<file path="src/rtl/mbm_pkg.sv">
package mbm_pkg;
  typedef enum logic [1:0] {
    PH_IDLE = 2'd0,
    PH_ADDR = 2'd1,
    PH_DATA = 2'd2
  } phase_e;

  typedef struct packed {
    logic we;
    logic burst;
    logic io;
    logic mux;
    logic wait_en;
  } acc_cfg_t;
endpackage

</file>
<file path="src/rtl/mbm_seq.sv">
module mbm_seq
  import mbm_pkg::*;
#(
  parameter int unsigned AW        = 22,
  parameter int unsigned BURST_LEN = 4,
  localparam int unsigned BW       = (BURST_LEN > 1) ? $clog2(BURST_LEN) : 1
) (
  input  logic          clk_i,
  input  logic          rst_ni,
  input  logic          req_i,
  input  acc_cfg_t      cfg_i,
  input  logic [AW-1:0] addr_i,
  input  logic          ext_wait_ni,
  output phase_e        phase_o,
  output acc_cfg_t      cfg_o,
  output logic [AW-1:0] addr_o,
  output logic [BW-1:0] beat_o,
  output logic          accept_o,
  output logic          stall_o,
  output logic          beat_done_o,
  output logic          last_o
);
  phase_e        phase_q;
  acc_cfg_t      cfg_q, cfg_n;
  logic [AW-1:0] addr_q;
  logic [BW-1:0] beat_q;

  // I/O region is never multiplexed
  always_comb begin
    cfg_n     = cfg_i;
    cfg_n.mux = cfg_i.mux & ~cfg_i.io;
  end

  assign accept_o    = req_i && (phase_q == PH_IDLE);
  assign stall_o     = (phase_q == PH_DATA) && !ext_wait_ni && (cfg_q.wait_en || cfg_q.io);
  assign beat_done_o = (phase_q == PH_DATA) && !stall_o;
  assign last_o      = cfg_q.burst ? (beat_q == BW'(BURST_LEN - 1)) : 1'b1;

  always_ff @(posedge clk_i or negedge rst_ni) begin
    if (!rst_ni) begin
      phase_q <= PH_IDLE;
      cfg_q   <= '0;
      addr_q  <= '0;
      beat_q  <= '0;
    end else begin
      unique case (phase_q)
        PH_IDLE: if (accept_o) begin
          cfg_q   <= cfg_n;
          addr_q  <= addr_i;
          beat_q  <= '0;
          phase_q <= cfg_n.mux ? PH_ADDR : PH_DATA;
        end
        PH_ADDR: phase_q <= PH_DATA;
        PH_DATA: if (beat_done_o) begin
          if (last_o) phase_q <= PH_IDLE;
          else        beat_q  <= beat_q + 1'b1;
        end
        default: phase_q <= PH_IDLE;
      endcase
    end
  end

  assign phase_o = phase_q;
  assign cfg_o   = cfg_q;
  assign addr_o  = addr_q;
  assign beat_o  = beat_q;
endmodule

</file>
<file path="src/rtl/mbm_drive.sv">
module mbm_drive
  import mbm_pkg::*;
#(
  parameter int unsigned AW        = 22,
  parameter int unsigned DW        = 32,
  parameter int unsigned BW        = 2,
  parameter int unsigned BURST_BIT = 21
) (
  input  phase_e        phase_i,
  input  logic          we_i,
  input  logic          burst_i,
  input  logic          io_i,
  input  logic          mux_i,
  input  logic [AW-1:0] addr_i,
  input  logic [BW-1:0] beat_i,
  input  logic [DW-1:0] wdata_i,
  output logic          bank_cs_n_o,
  output logic          io_cs_n_o,
  output logic          oe_n_o,
  output logic          we_n_o,
  output logic [AW-1:0] bus_addr_o,
  output logic [DW-1:0] bus_dq_o,
  output logic          bus_dq_oe_o
);
  logic [AW-1:0] addr_flag;
  logic          active, in_data;

  // burst flag overrides one address line in the address cycle
  always_comb begin
    addr_flag            = addr_i;
    addr_flag[BURST_BIT] = burst_i;
  end

  assign active  = (phase_i != PH_IDLE);
  assign in_data = (phase_i == PH_DATA);

  assign bank_cs_n_o = !(active && !io_i);
  assign io_cs_n_o   = !(active && io_i);
  assign oe_n_o      = !(in_data && !we_i);
  assign we_n_o      = !(in_data && we_i);
  assign bus_dq_oe_o = (phase_i == PH_ADDR) || (in_data && we_i);

  always_comb begin
    if (!active)    bus_addr_o = '0;
    else if (mux_i) bus_addr_o = addr_flag;
    else            bus_addr_o = addr_i + AW'(beat_i);
  end

  always_comb begin
    if (phase_i == PH_ADDR)   bus_dq_o = DW'(addr_flag);
    else if (in_data && we_i) bus_dq_o = wdata_i;
    else                      bus_dq_o = '0;
  end
endmodule

</file>
<file path="src/rtl/mbm_data.sv">
module mbm_data #(
  parameter int unsigned DW = 32
) (
  input  logic          clk_i,
  input  logic          rst_ni,
  input  logic          accept_i,
  input  logic          beat_done_i,
  input  logic          last_i,
  input  logic          we_i,
  input  logic [DW-1:0] dq_i,
  input  logic [DW-1:0] req_wdata_i,
  output logic [DW-1:0] wdata_o,
  output logic          wdata_ack_o,
  output logic [DW-1:0] rdata_o,
  output logic          rvalid_o,
  output logic          done_o
);
  logic [DW-1:0] wdata_q, rdata_q;
  logic          rvalid_q, done_q;

  assign wdata_ack_o = beat_done_i && we_i;

  always_ff @(posedge clk_i or negedge rst_ni) begin
    if (!rst_ni) begin
      wdata_q  <= '0;
      rdata_q  <= '0;
      rvalid_q <= 1'b0;
      done_q   <= 1'b0;
    end else begin
      if (accept_i || wdata_ack_o) wdata_q <= req_wdata_i;
      rvalid_q <= beat_done_i && !we_i;
      if (beat_done_i && !we_i) rdata_q <= dq_i;
      done_q <= beat_done_i && last_i;
    end
  end

  assign wdata_o  = wdata_q;
  assign rdata_o  = rdata_q;
  assign rvalid_o = rvalid_q;
  assign done_o   = done_q;
endmodule

</file>
<file path="src/rtl/mux_bus_master.sv">
module mux_bus_master
  import mbm_pkg::*;
#(
  parameter int unsigned AW        = 22,
  parameter int unsigned DW        = 32,
  parameter int unsigned BURST_LEN = 4,
  parameter int unsigned BURST_BIT = 21,
  localparam int unsigned BW       = (BURST_LEN > 1) ? $clog2(BURST_LEN) : 1
) (
  input  logic          clk_i,
  input  logic          rst_ni,
  input  logic          mux_en_i,
  input  logic          wait_en_i,
  input  logic          req_i,
  input  logic          req_we_i,
  input  logic          req_burst_i,
  input  logic          req_io_i,
  input  logic [AW-1:0] req_addr_i,
  input  logic [DW-1:0] req_wdata_i,
  output logic          ready_o,
  output logic          wdata_ack_o,
  output logic [DW-1:0] rdata_o,
  output logic          rvalid_o,
  output logic          done_o,
  output logic          bank_cs_n_o,
  output logic          io_cs_n_o,
  output logic          oe_n_o,
  output logic          we_n_o,
  output logic [AW-1:0] bus_addr_o,
  output logic [DW-1:0] bus_dq_o,
  output logic          bus_dq_oe_o,
  input  logic [DW-1:0] bus_dq_i,
  input  logic          ext_wait_ni
);
  acc_cfg_t      req_cfg, cfg_q;
  phase_e        phase;
  logic [AW-1:0] addr_q;
  logic [BW-1:0] beat;
  logic [DW-1:0] wdata_q;
  logic          accept, stall, beat_done, last_beat;

  assign req_cfg = '{we: req_we_i, burst: req_burst_i, io: req_io_i,
                     mux: mux_en_i, wait_en: wait_en_i};

  mbm_seq #(.AW(AW), .BURST_LEN(BURST_LEN)) i_seq (
    .clk_i       (clk_i),
    .rst_ni      (rst_ni),
    .req_i       (req_i),
    .cfg_i       (req_cfg),
    .addr_i      (req_addr_i),
    .ext_wait_ni (ext_wait_ni),
    .phase_o     (phase),
    .cfg_o       (cfg_q),
    .addr_o      (addr_q),
    .beat_o      (beat),
    .accept_o    (accept),
    .stall_o     (stall),
    .beat_done_o (beat_done),
    .last_o      (last_beat)
  );

  mbm_drive #(.AW(AW), .DW(DW), .BW(BW), .BURST_BIT(BURST_BIT)) i_drive (
    .phase_i     (phase),
    .we_i        (cfg_q.we),
    .burst_i     (cfg_q.burst),
    .io_i        (cfg_q.io),
    .mux_i       (cfg_q.mux),
    .addr_i      (addr_q),
    .beat_i      (beat),
    .wdata_i     (wdata_q),
    .bank_cs_n_o (bank_cs_n_o),
    .io_cs_n_o   (io_cs_n_o),
    .oe_n_o      (oe_n_o),
    .we_n_o      (we_n_o),
    .bus_addr_o  (bus_addr_o),
    .bus_dq_o    (bus_dq_o),
    .bus_dq_oe_o (bus_dq_oe_o)
  );

  mbm_data #(.DW(DW)) i_data (
    .clk_i       (clk_i),
    .rst_ni      (rst_ni),
    .accept_i    (accept),
    .beat_done_i (beat_done),
    .last_i      (last_beat),
    .we_i        (cfg_q.we),
    .dq_i        (bus_dq_i),
    .req_wdata_i (req_wdata_i),
    .wdata_o     (wdata_q),
    .wdata_ack_o (wdata_ack_o),
    .rdata_o     (rdata_o),
    .rvalid_o    (rvalid_o),
    .done_o      (done_o)
  );

  assign ready_o = (phase == PH_IDLE);

  logic unused_stall;
  assign unused_stall = stall;
endmodule

</file>
<file path="config.mk">
export PLATFORM = sky130hd
export DESIGN_NAME = mux_bus_master
export DESIGN_NICKNAME = d
export VERILOG_FILES = /design/src/rtl/mbm_pkg.sv /design/src/rtl/mbm_seq.sv /design/src/rtl/mbm_drive.sv /design/src/rtl/mbm_data.sv /design/src/rtl/mux_bus_master.sv
export SDC_FILE = /design/constraint.sdc
export NUM_CORES = 1
export LEC_CHECK = 0
export BUFFER_PORTS_ARGS = -buffer_cell sky130_fd_sc_hd__buf_2
export CORE_ASPECT_RATIO = 0.6
export CORE_UTILIZATION = 34
export DETAILED_ROUTE_END_ITERATION = 8
export PLACE_DENSITY = 0.67
export SYNTH_ARGS = -nofsm -noshare
export SYNTH_HDL_FRONTEND = slang
export SYNTH_SLANG_ARGS = --single-unit
</file>
<file path="constraint.sdc">
create_clock -name clk_i -period 3.07 [get_ports clk_i]
set_input_delay 0.307 -clock clk_i [delete_from_list [all_inputs] [get_ports clk_i]]
set_output_delay 0.307 -clock clk_i [all_outputs]
set_load 0.01 [all_outputs]
</file>
==> reports/metrics.yaml <==
synth_top_area_share_pct: 52.2
fin_crit_sh_pct: 95.9
hold_ws_ns: 0.0985
critPathSlowestCell: "or3_4"
grt_usage_pct: 18.4
setup.worst_path.end_class: "output port"
clk_pin_slew_ns: 0.07
tns_ns: 0
ys_top_cells_by_count: "dfrtp_1, mux2_2, a22o_1, nor2_1, a21oi_1"
report.final.hold_viol_count: 0
synthCells: 379
cts_buffers: 9
drt_iter0_markers: 152
cts_tree: "done"
rsz0062_at_grt: "false"
drtPass1Iterations: 4
design_area_um2: 6130
reg2reg_to: "i_data.wdata_o[26]$_DFFE_PN0P_"
die_h_um: 92.6
peakVddDrop_mv: 0.411
portBuffers: 189
dp_slack_ns: 0.299
routed_wl_um: 12600
r2r_slack_ns: 0.80
drive_above_1_share_pct: 55.2
num-fill-cells: 1239
die_w_um: 153
tightest_slew_ns: 0.921
synth_area_leaders: "dfrtp_1, mux2_2, a22o_1"
antenna_found_initial: 1
dp_hpwl_um: 9490
num_rows: 32
fp.coreArea_um2: 13100
routedWlPerCell_um: 16.9
max_slew_margin_pct: 38.6
fmax_ghz: 0.340
utilization_pct: 46.8
cts_hold_buf: 0
status: "finished clean"
critPathLaunchType: "flip-flop"
synth.largest_area_cell: "dfrtp_1"
grt_pass1_vias: 3889
ios: 190
yosys_warnings: 0
clkSinkCount: 97
areaGrowthSynthToFinish_pct: 31.9
fin_nets: 672
clk_path_buf_depth: 2
skew_ns: 0.00897
cap_violations: 0
avgSynthCellArea_um2: 12.3
ant_nets: 0
route.detailed.drc: 0
power.total_mw: 6.69
grt_overflow: 0
dpl.cell_count: 729
ys_seq_elements: 97
synth_edf_count: 0
seq_area_frac_synth_pct: 52.2
cpPeakStageDelay_ns: 0.41
syn_area_um2: 4650
cp_max_fo: 7
min_path_type: "primary input to asynchronous set/reset pin"
slew_viol_final: 0
arrival_ns: 2.64
r2r-start: "i_seq.phase_o[1]$_DFFE_PN0P_"
ys_async_sr_fraction_pct: 100
cellPowerDensity_nw_per_um2: 1090
grt_max_degree: 72
setup_viol: 0
clk_latency_ns: 0.34
worstSetupPathType: "flip-flop to output port"
worstRegToRegCells: 7
dieArea_um2: 14200
grt_pass1_wl_um: 20200
synth_ff_type: "dfrtp_1"
period_minus_slack_ns: 2.95
placed_cell_area_um2: 5820
vias_per_cell: 5.07
fin_cells: 748
synth.most_common_cell: "dfrtp_1"
n_antenna_cell: 0
crit_chain: "ha_1, inv_1, fa_2, or3b_4, nand4bb_4, or3_4, a21oi_2, buf_2"
syn_nets: 478
leakagePower_nw: 2.96
setup_slack_ns: 0.125
gp_congestion: 0.843
yosysUniqueCellTypes: 49
h-tree-depth: 3
vias: 3794
required_ns: 2.76
start_util_pct: 35.5
cts_root_buffer: "clkbuf_16"
==> routing by layer <==
layer	vias up	wire, µm	global-route usage, %
li1	1770	-	-
met1	1869	6070	25.0
met2	129	5630	28.6
met3	24	723	5.15
met4	2	212	5.47
met5	-	13	0
==> critical path: cells and delay by family (launching register included) <==
kind,cells,cell delay (ns)
AO/OA/AOI/OAI,1,0.16
buffers and inverters,2,0.22
adder cells (fa/ha/maj),2,0.51
flip-flops,1,0.36
AND/OR/NAND/NOR,3,1.06
==> how the worst max path moves through the flow <==
stage                                     start             end  slack [ns]  depth (start not counted)
floorplan           i_seq.beat_o[0]$_DFFE_PN0P_  bus_addr_o[18]        0.55                          7
global placement    i_seq.beat_o[0]$_DFFE_PN0P_  bus_addr_o[16]        0.40                          8
detailed placement  i_seq.beat_o[0]$_DFFE_PN0P_  bus_addr_o[20]        0.30                          8
CTS                 i_seq.beat_o[0]$_DFFE_PN0P_  bus_addr_o[20]       0.004                          8
global route        i_seq.beat_o[0]$_DFFE_PN0P_  bus_addr_o[20]        0.02                          8
finish              i_seq.beat_o[0]$_DFFE_PN0P_  bus_addr_o[20]        0.12                          8
==> power by group <==
| group | switching [mW] | total [mW] | internal, mW |
|---|---|---|---|
| Clock | 0.480 | 1.05 | 0.573 |
| Combinational | 1.56 | 3.17 | 1.60 |
| Sequential | 0.534 | 2.47 | 1.93 |
| Total | 2.58 | 6.69 | 4.11 |
==> cell type report <==
| cell class | instances | area (µm²) | area share, % |
|---|---|---|---|
| Clock buffer | 12 | 246 | 4.02 |
| Clock inverter | 4 | 28.8 | 0.469 |
| Inverter | 8 | 30.0 | 0.490 |
| Multi-Input combinational cell | 254 | 2130 | 34.8 |
| Sequential cell | 97 | 2430 | 39.6 |
| Tap cell | 170 | 213 | 3.47 |
| Timing Repair Buffer | 203 | 1050 | 17.2 |
==> placed cells by master (no fill, tap or decap), types with 2 or more instances in the layout <==
| cell type | instances |
|---|---|
| nor3_1 | 3 |
| clkinvlp_4 | 2 |
| nor3b_1 | 2 |
| o31ai_1 | 2 |
| nor2b_1 | 2 |
| ha_1 | 3 |
| and2_1 | 2 |
| and4_1 | 2 |
| a21oi_1 | 14 |
| dfrtp_1 | 97 |
| buf_4 | 15 |
| or2_2 | 3 |
| nor4b_1 | 2 |
| buf_2 | 188 |
| inv_1 | 8 |
| a21o_1 | 2 |
| xnor2_1 | 8 |
| and3_1 | 12 |
| o21ai_0 | 12 |
| nor2_1 | 17 |
| nand2_1 | 13 |
| a22o_1 | 23 |
| nand2b_1 | 5 |
| nand4_1 | 3 |
| nor2b_2 | 2 |
| or4_1 | 2 |
| mux2_2 | 86 |
| clkbuf_1 | 2 |
| or3_1 | 6 |
| or3_4 | 2 |
| nand3_1 | 4 |
| clkbuf_16 | 9 |
==> cell families (layout without fill, tap and decap cells) <==
family / Yosys count / after routing / synth area share, %
AO/OA/AOI/OAI: 63 / 63 / 9.45
adder cells (fa/ha/maj): 4 / 4 / 1.24
XOR/XNOR: 9 / 9 / 1.70
multiplexers: 88 / 88 / 21.3
buffers and inverters: 28 / 227 / 2.50
flip-flops: 97 / 97 / 52.2
AND/OR/NAND/NOR: 90 / 90 / 11.6
==> state kept, by name, summed over array words and instances (netlist names) <==
register,count
i_data.done_o,1
i_seq.beat_o,2
i_data.rdata_o,32
i_seq.addr_o,22
i_seq.phase_o,2
i_data.wdata_o,32
i_seq.cfg_o,5
i_data.rvalid_o,1
==> what timing repair did <==
action | in CTS | in global routing
endpoints found under the setup margin | 4 | 4
setup buffers | 2 | 1
pin swaps | 0 | 2
gates resized for setup | 0 | 4
(Power assumes the default switching activity.)
